## src/rtl/sccb_bridge_pkg.sv

```systemverilog
package sccb_bridge_pkg;
  localparam logic [3:0] OFS_OP    = 4'h0;
  localparam logic [3:0] OFS_STAT  = 4'h1;
  localparam logic [3:0] OFS_EN    = 4'h2;
  localparam logic [3:0] OFS_SADDR = 4'h3;
  localparam logic [3:0] OFS_WIDX  = 4'h4;
  localparam logic [3:0] OFS_WVAL  = 4'h5;
  localparam logic [3:0] OFS_RIDX  = 4'h8;
  localparam logic [3:0] OFS_RVAL  = 4'h9;

  localparam logic [7:0] OPC_WRITE = 8'h05;
  localparam logic [7:0] OPC_READ  = 8'h70;

  localparam logic [7:0] ST_BUSY  = 8'h00;
  localparam logic [7:0] ST_WR_OK = 8'h04;
  localparam logic [7:0] ST_RD_OK = 8'h01;
  localparam logic [7:0] ST_ERR   = 8'h80;

  typedef enum logic [2:0] {K_START, K_TX, K_RX, K_STOP, K_END} item_e;
endpackage

```

## src/rtl/sccb_host_regs.sv

```systemverilog
module sccb_host_regs
  import sccb_bridge_pkg::*;
#(
  parameter int AW = 12,
  parameter logic [AW-1:0] BASE = 12'h200
) (
  input  logic          clk,
  input  logic          rst,
  input  logic          host_we,
  input  logic          host_re,
  input  logic [AW-1:0] host_addr,
  input  logic [7:0]    host_wdata,
  output logic [7:0]    host_rdata,
  output logic          go,
  output logic          go_rd,
  output logic [7:0]    dev_addr,
  output logic [7:0]    reg_idx,
  output logic [7:0]    wr_byte,
  output logic [7:0]    status,
  output logic          inflight,
  input  logic          eng_done,
  input  logic [7:0]    eng_rdata
);
  logic [7:0] en_q, saddr_q, widx_q, wval_q, ridx_q, rval_q, stat_q, rdata_q;
  logic       go_q, oprd_q, infl_q;
  logic       hit, bus_on, opc_ok;
  logic [3:0] off;

  assign hit    = host_addr[AW-1:4] == BASE[AW-1:4];
  assign off    = host_addr[3:0];
  assign bus_on = en_q[7:1] != 7'd0;
  assign opc_ok = (host_wdata == OPC_WRITE) || (host_wdata == OPC_READ);

  always_ff @(posedge clk) begin
    if (rst) begin
      en_q <= '0; saddr_q <= '0; widx_q <= '0; wval_q <= '0;
      ridx_q <= '0; rval_q <= '0; stat_q <= ST_BUSY; rdata_q <= '0;
      go_q <= 1'b0; oprd_q <= 1'b0; infl_q <= 1'b0;
    end else begin
      go_q <= 1'b0;
      if (eng_done) begin
        infl_q <= 1'b0;
        stat_q <= oprd_q ? ST_RD_OK : ST_WR_OK;
        if (oprd_q) rval_q <= eng_rdata;
      end
      if (host_we && hit) begin
        case (off)
          OFS_EN:    en_q    <= host_wdata;
          OFS_SADDR: saddr_q <= host_wdata;
          OFS_WIDX:  widx_q  <= host_wdata;
          OFS_WVAL:  wval_q  <= host_wdata;
          OFS_RIDX:  ridx_q  <= host_wdata;
          OFS_OP: begin
            if (!infl_q) begin
              if (bus_on && opc_ok) begin
                go_q   <= 1'b1;
                oprd_q <= host_wdata == OPC_READ;
                infl_q <= 1'b1;
                stat_q <= ST_BUSY;
              end else begin
                stat_q <= ST_ERR;
              end
            end
          end
          default: ;
        endcase
      end
      if (host_re) begin
        if (!hit) rdata_q <= '0;
        else begin
          case (off)
            OFS_STAT:  rdata_q <= stat_q;
            OFS_EN:    rdata_q <= en_q;
            OFS_SADDR: rdata_q <= saddr_q;
            OFS_WIDX:  rdata_q <= widx_q;
            OFS_WVAL:  rdata_q <= wval_q;
            OFS_RIDX:  rdata_q <= ridx_q;
            OFS_RVAL:  rdata_q <= rval_q;
            default:   rdata_q <= '0;
          endcase
        end
      end
    end
  end

  assign host_rdata = rdata_q;
  assign go         = go_q;
  assign go_rd      = oprd_q;
  assign dev_addr   = saddr_q;
  assign reg_idx    = oprd_q ? ridx_q : widx_q;
  assign wr_byte    = wval_q;
  assign status     = stat_q;
  assign inflight   = infl_q;
endmodule

```

## src/rtl/sccb_bit_engine.sv

```systemverilog
module sccb_bit_engine
  import sccb_bridge_pkg::*;
#(
  parameter int QDIV = 4
) (
  input  logic       clk,
  input  logic       rst,
  input  logic       go,
  input  logic       go_rd,
  input  logic [7:0] dev_addr,
  input  logic [7:0] reg_idx,
  input  logic [7:0] wr_byte,
  input  logic       sda_in,
  output logic       busy,
  output logic       done,
  output logic [7:0] rd_byte,
  output logic       scl_low,
  output logic       sda_low
);
  localparam int DW = (QDIV > 1) ? $clog2(QDIV) : 1;
  localparam logic [DW-1:0] DIV_LAST = DW'(QDIV - 1);

  logic          act_q, rd_q, done_q, scl_lo_q, sda_lo_q;
  logic [3:0]    seg_q, bit_q, seg_nx;
  logic [1:0]    q_q;
  logic [DW-1:0] div_q;
  logic [7:0]    a_q, i_q, w_q, sh_q, cur, shifted;
  logic          tick, slot_end, bit_last, scl_n, sda_n;
  item_e         kind, kind_nx;

  function automatic item_e kind_of(input logic rd, input logic [3:0] s);
    if (rd) begin
      case (s)
        4'd0, 4'd4:       return K_START;
        4'd1, 4'd2, 4'd5: return K_TX;
        4'd6:             return K_RX;
        4'd3, 4'd7:       return K_STOP;
        default:          return K_END;
      endcase
    end else begin
      case (s)
        4'd0:             return K_START;
        4'd1, 4'd2, 4'd3: return K_TX;
        4'd4:             return K_STOP;
        default:          return K_END;
      endcase
    end
  endfunction

  assign kind     = kind_of(rd_q, seg_q);
  assign seg_nx   = seg_q + 4'd1;
  assign kind_nx  = kind_of(rd_q, seg_nx);
  assign tick     = act_q && (div_q == DIV_LAST);
  assign slot_end = tick && (q_q == 2'd3);
  assign bit_last = bit_q == 4'd8;

  always_comb begin
    case (seg_q)
      4'd1:    cur = {a_q[7:1], 1'b0};
      4'd2:    cur = i_q;
      4'd3:    cur = w_q;
      4'd5:    cur = {a_q[7:1], 1'b1};
      default: cur = 8'hFF;
    endcase
    shifted = cur << bit_q;
    scl_n = 1'b1;
    sda_n = 1'b1;
    if (act_q) begin
      case (kind)
        K_START: begin scl_n = q_q != 2'd3; sda_n = q_q < 2'd2; end
        K_TX:    begin scl_n = q_q == 2'd1 || q_q == 2'd2; sda_n = bit_last | shifted[7]; end
        K_RX:    begin scl_n = q_q == 2'd1 || q_q == 2'd2; sda_n = 1'b1; end
        K_STOP:  begin scl_n = q_q != 2'd0; sda_n = q_q[1]; end
        default: ;
      endcase
    end
  end

  always_ff @(posedge clk) begin
    if (rst) begin
      act_q <= 1'b0; rd_q <= 1'b0; done_q <= 1'b0;
      seg_q <= '0; bit_q <= '0; q_q <= '0; div_q <= '0;
      a_q <= '0; i_q <= '0; w_q <= '0; sh_q <= '0;
      scl_lo_q <= 1'b0; sda_lo_q <= 1'b0;
    end else begin
      done_q <= 1'b0;
      if (!act_q) begin
        if (go) begin
          act_q <= 1'b1; rd_q <= go_rd;
          seg_q <= '0; bit_q <= '0; q_q <= '0; div_q <= '0;
          a_q <= dev_addr; i_q <= reg_idx; w_q <= wr_byte;
        end
      end else begin
        div_q <= tick ? '0 : div_q + 1'b1;
        if (tick) q_q <= q_q + 2'd1;
        if (tick && q_q == 2'd1 && kind == K_RX && !bit_last)
          sh_q <= {sh_q[6:0], sda_in};
        if (slot_end) begin
          if ((kind == K_TX || kind == K_RX) && !bit_last) begin
            bit_q <= bit_q + 4'd1;
          end else begin
            bit_q <= '0;
            seg_q <= seg_nx;
            if (kind_nx == K_END) begin
              act_q  <= 1'b0;
              done_q <= 1'b1;
            end
          end
        end
      end
      scl_lo_q <= !scl_n;
      sda_lo_q <= !sda_n;
    end
  end

  assign busy    = act_q;
  assign done    = done_q;
  assign rd_byte = sh_q;
  assign scl_low = scl_lo_q;
  assign sda_low = sda_lo_q;
endmodule

```

## src/rtl/sccb_bridge_ctl.sv

```systemverilog
module sccb_bridge_ctl #(
  parameter int AW = 12,
  parameter logic [AW-1:0] BASE = 12'h200,
  parameter int QDIV = 4
) (
  input  logic          clk,
  input  logic          rst,
  input  logic          host_we,
  input  logic          host_re,
  input  logic [AW-1:0] host_addr,
  input  logic [7:0]    host_wdata,
  output logic [7:0]    host_rdata,
  output logic          sioc_low,
  output logic          siod_low,
  input  logic          siod_in
);
  logic       go_w, rdop_w, ebusy_w, edone_w, infl_w;
  logic [7:0] daddr_w, idx_w, wbyte_w, stat_w, erd_w;

  sccb_host_regs #(.AW(AW), .BASE(BASE)) u_regs (
    .clk(clk), .rst(rst),
    .host_we(host_we), .host_re(host_re), .host_addr(host_addr),
    .host_wdata(host_wdata), .host_rdata(host_rdata),
    .go(go_w), .go_rd(rdop_w), .dev_addr(daddr_w), .reg_idx(idx_w),
    .wr_byte(wbyte_w), .status(stat_w), .inflight(infl_w),
    .eng_done(edone_w), .eng_rdata(erd_w)
  );

  sccb_bit_engine #(.QDIV(QDIV)) u_eng (
    .clk(clk), .rst(rst),
    .go(go_w), .go_rd(rdop_w), .dev_addr(daddr_w), .reg_idx(idx_w),
    .wr_byte(wbyte_w), .sda_in(siod_in),
    .busy(ebusy_w), .done(edone_w), .rd_byte(erd_w),
    .scl_low(sioc_low), .sda_low(siod_low)
  );
endmodule

```

## config.mk

```make
export PLATFORM = sky130hd
export DESIGN_NAME = sccb_bridge_ctl
export DESIGN_NICKNAME = d
export VERILOG_FILES = /design/src/rtl/sccb_bridge_pkg.sv /design/src/rtl/sccb_host_regs.sv /design/src/rtl/sccb_bit_engine.sv /design/src/rtl/sccb_bridge_ctl.sv
export SDC_FILE = /design/constraint.sdc
export NUM_CORES = 1
export LEC_CHECK = 0
export ABC_AREA = 0
export BUFFER_PORTS_ARGS = -buffer_cell sky130_fd_sc_hd__buf_2
export CORE_MARGIN = 4
export CORE_UTILIZATION = 30
export CTS_CLUSTER_DIAMETER = 150
export CTS_CLUSTER_SIZE = 25
export DETAILED_ROUTE_END_ITERATION = 10
export PLACE_DENSITY = 0.57
export SYNTH_ARGS = -nofsm -noshare
export SYNTH_HDL_FRONTEND = slang
export SYNTH_SLANG_ARGS = --single-unit
```

## constraint.sdc

```tcl
create_clock -name clk -period 2.04 [get_ports clk]
set_input_delay 0.306 -clock clk [delete_from_list [all_inputs] [get_ports clk]]
set_output_delay 0.306 -clock clk [all_outputs]
set_load 0.1 [all_outputs]
```

Word level (Yosys, flattened, before mapping)
Memory sizes are Yosys's and may differ from the RTL's. A register that Yosys moved wholly into a read port is not among the register bits. Index checks and enable logic that the tools add are counted.

Register bits: 116. Memory bits (read-only): 32. Output and inout port bits: 10. Word-level logic and storage cells: 154. Memories kept: 2.

Memories: (name not given) (depth 8, bits a word 2, read ports 1, clocked after Yosys merged registers in 0, write ports 0, line sccb_bit_engine.sv:33) `case (s)`; (name not given) (depth 8, bits a word 2, read ports 1, clocked after Yosys merged registers in 1, write ports 0, line sccb_bit_engine.sv:33).

$add $sub $neg: 4. $lt $le $gt $ge: 1. Eq/ne operators: 32. Shifts and indexed selects: 1. Muxes and demuxes: 46. Bitwise operators: 6. Reductions and logical operators: 38.

Operator list (number): 8-bit two-way mux (7); 8-bit case mux with 7 select lines (1); 8-bit case mux with 4 select lines (1); 4-bit two-way mux (7); 4-bit by 2-bit == test with 1-bit output, second input constant (6); 3-bit two-way mux (7); 4-bit by 3-bit == test with 1-bit output, second input constant (5); 2-bit AND reduction (10); 3-bit case mux with 3 select lines (2); 1-bit two-way mux (14); 4-bit by 1-bit == test with 1-bit output, second input constant (3); 4-bit == test, second input constant (3); 4-bit zero test (3); 2-bit two-way mux (5); 4-bit by 1-bit adder with 4-bit output, second input constant (2); 8-bit by 3-bit == test with 1-bit output, second input constant (1); 8-bit by 6-bit == test with 1-bit output, second input constant (1); 8-bit by 7-bit == test with 1-bit output, second input constant (1); 1-bit logical AND (8); 2-bit inequality test, second input constant (4); 4-bit OR reduction (2); 8-bit by 4-bit << shifter with 8-bit output (1); 7-bit nonzero test (1); 2-bit == test, second input constant (3); 17 further kinds (30).

Longest topological paths before layout
Depth in word-level cells: 12. Gate-level depth with buffers: 8. Gate-level depth less buffers: 7.

Cells and area by module
From an unflattened synthesis, not the netlist that was laid out.

Cells, all modules: 614. Area total of the unflattened synthesis: 5477.8 um2.

By module, submodules not included: sccb_host_regs (times used 1, cells an instance 313, area an instance 3044.2 um2, seq. area each 1341.3 um2); sccb_bit_engine (times used 1, cells an instance 301, area an instance 2433.6 um2, seq. area each 1001.0 um2).

Least setup slack after synthesis
OpenSTA, ideal clock, no wires.

Path type: register to register. Start point: register u_eng.seg_q[0]. End point: register u_eng.sda_lo_q, in the netlist u_eng.sda_low. Library setup time: 0.086 ns. Arrival: 1.805 ns. Data required time: 1.954 ns. Path slack: 0.150 ns. Cell stages (with the launch flop): 8. Clock period less this slack: 1.890 ns. Cells stage by stage: dfxtp_1 inv_1 ha_1 nor3b_2 a221o_1 a32o_1 and4b_1 a211oi_1.

Longest elaborated chain between the ends: 8. Elaborated cells on any way between the ends: 18.

RTL lines: start: declaration (line sccb_bit_engine.sv:24) `logic [3:0] seg_q, bit_q, seg_nx;`; start signal: assignment (line sccb_bit_engine.sv:103) `seg_q <= seg_nx;`; branches (longest 5 deep; another with 8-bit case mux with 4 select lines); 1-bit case mux with 3 select lines (*) (line sccb_bit_engine.sv:69) `case (kind)`; 1-bit two-way mux (*) (line sccb_bit_engine.sv:68) `if (act_q) begin`; 1-bit zero test (*) (line sccb_bit_engine.sv:112) `sda_lo_q <= !sda_n;`; end signal: assignment (line sccb_bit_engine.sv:112); end: declaration (line sccb_bit_engine.sv:23) `logic act_q, rd_q, done_q, scl_lo_q, sda_lo_q;`.

Every way passes the cells marked *. A chain may end at the register's enable or synchronous reset.

Worst setup path after layout
Same ends and word-level chain as after synthesis.

==> results_dict.tcl <==
set metrics [dict create \
    status "finished, final reports clean" \
    min_to "u_eng.rd_byte[0]" \
    clk_path_buf_depth 2 \
    globalRouteMet2Util_pct 21.95 \
    start_util_pct 30.92 \
    setup-violations-final 0 \
    hp-start "siod_in" \
    cts_tree "built" \
    synth_most_common_cell "dfxtp_1" \
    r2r_cells 9 \
    critPathBufInv 3 \
    port_buffers 34 \
    antenna_found_initial 0 \
    slowest_stage "dfxtp_2" \
    synth_edf_count 0 \
    synth_largest_area_cell "dfxtp_1" \
    hold_viol 0 \
    drc_errors 0 \
    vdd_drop_max_mv 0.5946 \
    netlist_top_cells_count "dfxtp_1 (117), nor2_1 (86), nand2_1 (69), mux2i_1 (59), a21oi_1 (44)" \
    coreArea_um2 18210 \
    power_density_nw_per_um2 798.8 \
    synth_top_area_share_pct 41.60 \
    period_needed_ns 1.937 \
    die-area_um2 21020 \
    viasPerCell 4.986 \
    gp_congestion 0.8249 \
    io_pins 35 \
    grtUsageMet3_pct 3.991 \
    firstDrtPassIters 4 \
    start_kind "flip-flop" \
    synth_ff_type "dfxtp_1" \
    ant_nets 0 \
    wl_per_cell_um 15.81 \
    tightestPinTransition_ns 0.8301 \
    syn_nets 656 \
    regToRegEndpoint "u_eng.sda_low" \
    cts-root-buf "clkbuf_16" \
    yosysWarnings 0 \
    insertion_delay_ns 0.41 \
    synthCells 621 \
    fin_util_pct 37.56 \
    rsz0062_at_grt "no" \
    critPathKind "flip-flop to flip-flop" \
    synth_cell_types 72 \
    grt.total_usage_pct 13.90 \
    crit_path_max_incr_delay_ns 0.33 \
    fmax_mhz 516.2 \
    cts.sinks 117 \
    maxSlewViolCount 0 \
    synthArstFlopShare_pct 0 \
    finalNetCount 707 \
    grt_busiest_layer "met2" \
    cp.required_ns 2.36 \
    drtIter0Drc 291 \
    htreeDepth 4 \
    rows 49 \
    ys_seq_elements 117 \
    grt_pass1_vias 4536 \
    grt_max_degree 48 \
    maxSlewHeadroom_pct 44.52 \
    drt-total-wl_mm 14.45 \
    cp_cell_sequence "inv_1 -> buf_4 -> ha_2 -> nand3b_1 -> buf_4 -> a21oi_1 -> o22ai_1 -> a211o_1 -> a211oi_1" \
    die_h_um 145.0 \
    grt_pass1_wl_mm 23.90 \
    syn-mean-instance-area_um2 9.067 \
    clkSlewWorstSetupHoldPaths_ns 0.06 \
    synthTopCellsByArea "dfxtp_1 (42%), mux2i_1 (10%), nor2_1 (5.7%)" \
    finalSetupTns_ns 0 \
    areaGrowthSynthToFinish_pct 21.47 \
    antennaDiodeCount 0 \
    end_kind "flip-flop" \
    cpMostUsedCell "buf_4" \
    fin_crit_sh_pct 94.97 \
    critical_path.max_fanout 4 \
    timing.rr.start "u_eng.seg_q[0]" \
    rrSetupSlack_ns 0.10 \
    leakage_nw 2.804 \
    cp_top_family "compound AO/OA/AOI/OAI gates" \
    grt_util_met1_pct 18.85 \
    drive_above_1_share_pct 22.48 \
    fin_worst_skew_ns 0.009488 \
    synth_seq_area_share_pct 41.60 \
    cts-buffers-inserted 17 \
    hold_buffers 0 \
    syn_area_um2 5630 \
    vias 4557 \
    gr-total-overflow 0 \
    die_w_um 145.0 \
    dp.final_hpwl_mm 10.32 \
    hold_class "input pin to flip-flop" \
    critPathArrivalTime_ns 2.26 \
    hold_path_depth 3 \
    cap_violations 0 \
]
-- state kept, by name, indices dropped and copies added (netlist names), 7 cells and up, named ones only --
signal             flops
u_eng.i_q              8
u_eng.rd_byte          8
u_eng.w_q              8
u_regs.dev_addr        8
u_regs.en_q            8
u_regs.host_rdata      8
u_regs.ridx_q          8
u_regs.rval_q          8
u_regs.status          8
u_regs.widx_q          8
u_regs.wr_byte         8
u_eng.a_q              7
-- routing by layer --
layer | up-vias | wire length, um
li1 | 2308 | -
met1 | 2161 | 7091
met2 | 79 | 6602
met3 | 9 | 662
met4 | 0 | 94
met5 | - | 0
-- area by class of cell --
cell class	instances	area (um^2)
clock buffers	20	466.7
clock inverters	12	141.4
fillers	1839	11370
inverters	13	48.80
multi-input cells	455	3098
flip-flops and latches	117	2345
well taps	229	286.5
repair buffers	68	452.9
-- metrics by stage --
step                hold WS [ns]  std cells  instance area (um^2)  total power (W)  worst slack (ns)
CTS                       0.1317        911                  6779         0.005512           0.05027
finish                    0.1365        914                  6839         0.005463            0.1026
detailed placement        0.4471        879                  6168         0.002483          0.009406
global route              0.1625        914                  6839         0.005629          0.001437
global placement          0.4426        879                  6168         0.002483           0.06559
floorplan                 0.4302        621                  5630         0.002409            0.1497
-- cells in the final DEF (no fill, tap or decap), types with 4 or more instances in the layout --
cell type / instances
inv_1: 13
nand2b_1: 5
nor2_1: 86
a21oi_1: 44
mux2_2: 24
a22oi_1: 19
buf_4: 33
nor3_1: 8
and3_1: 6
clkbuf_16: 17
buf_2: 33
dfxtp_1: 115
a211oi_1: 12
nor3b_1: 4
o21ai_0: 7
nand3_1: 10
mux2i_1: 57
nand2_1: 69
inv_6: 4
ha_1: 7
and2_1: 8
nor2b_1: 13
-- worst max path at each step --
stage / to / slack, ns / cells after the start / startpoint
CTS: flip-flop / 0.05 / 7 / u_eng.seg_q[0]
global route: u_eng.sda_low / 0.001 / 7 / u_eng.seg_q[1]
global placement: u_eng.sda_low / 0.07 / 7 / u_eng.seg_q[1]
floorplan: u_eng.sda_low / 0.15 / 7 / u_eng.seg_q[0]
detailed placement: u_eng.sda_low / 0.009 / 7 / u_eng.seg_q[1]
finish: u_eng.sda_low / 0.10 / 9 / u_eng.seg_q[0]
-- worst min-delay path: cells and delay by family --
family                 cells  cell delay [ns]
buffers and inverters      1             0.08
multiplexers               1             0.06
AND/OR/NAND/NOR            1             0.07
-- cells by family after synthesis --
logic type	after synthesis	share of synthesized area, %
XOR/XNOR	1	0.1556
multiplexers	84	15.56
adder cells (fa/ha/maj)	10	2.222
AO/OA/AOI/OAI	118	14.62
AND/OR/NAND/NOR	242	21.76
buffers and inverters	49	4.089
flip-flops	117	41.60
-- report_power, final --
| group | internal [W] | switching, W | total, W | leakage [nW] |
|---|---|---|---|---|
| Combinational | 0.0000468 | 0.0000996 | 0.000146 | 1.57 |
| Sequential | 0.00229 | 0.0000000693 | 0.00229 | 0.943 |
| Clock | 0.00191 | 0.00112 | 0.00303 | 0.294 |
| Total | 0.00425 | 0.00122 | 0.00546 | 2.80 |
-- what timing repair did --
item | CTS | global route
resized for setup | 1 | 10
buffers inserted | 0 | 3
pin swaps | 0 | 3
setup endpoints to repair | 1 | 6
Note: power is estimated with default switching activity, not from simulation.
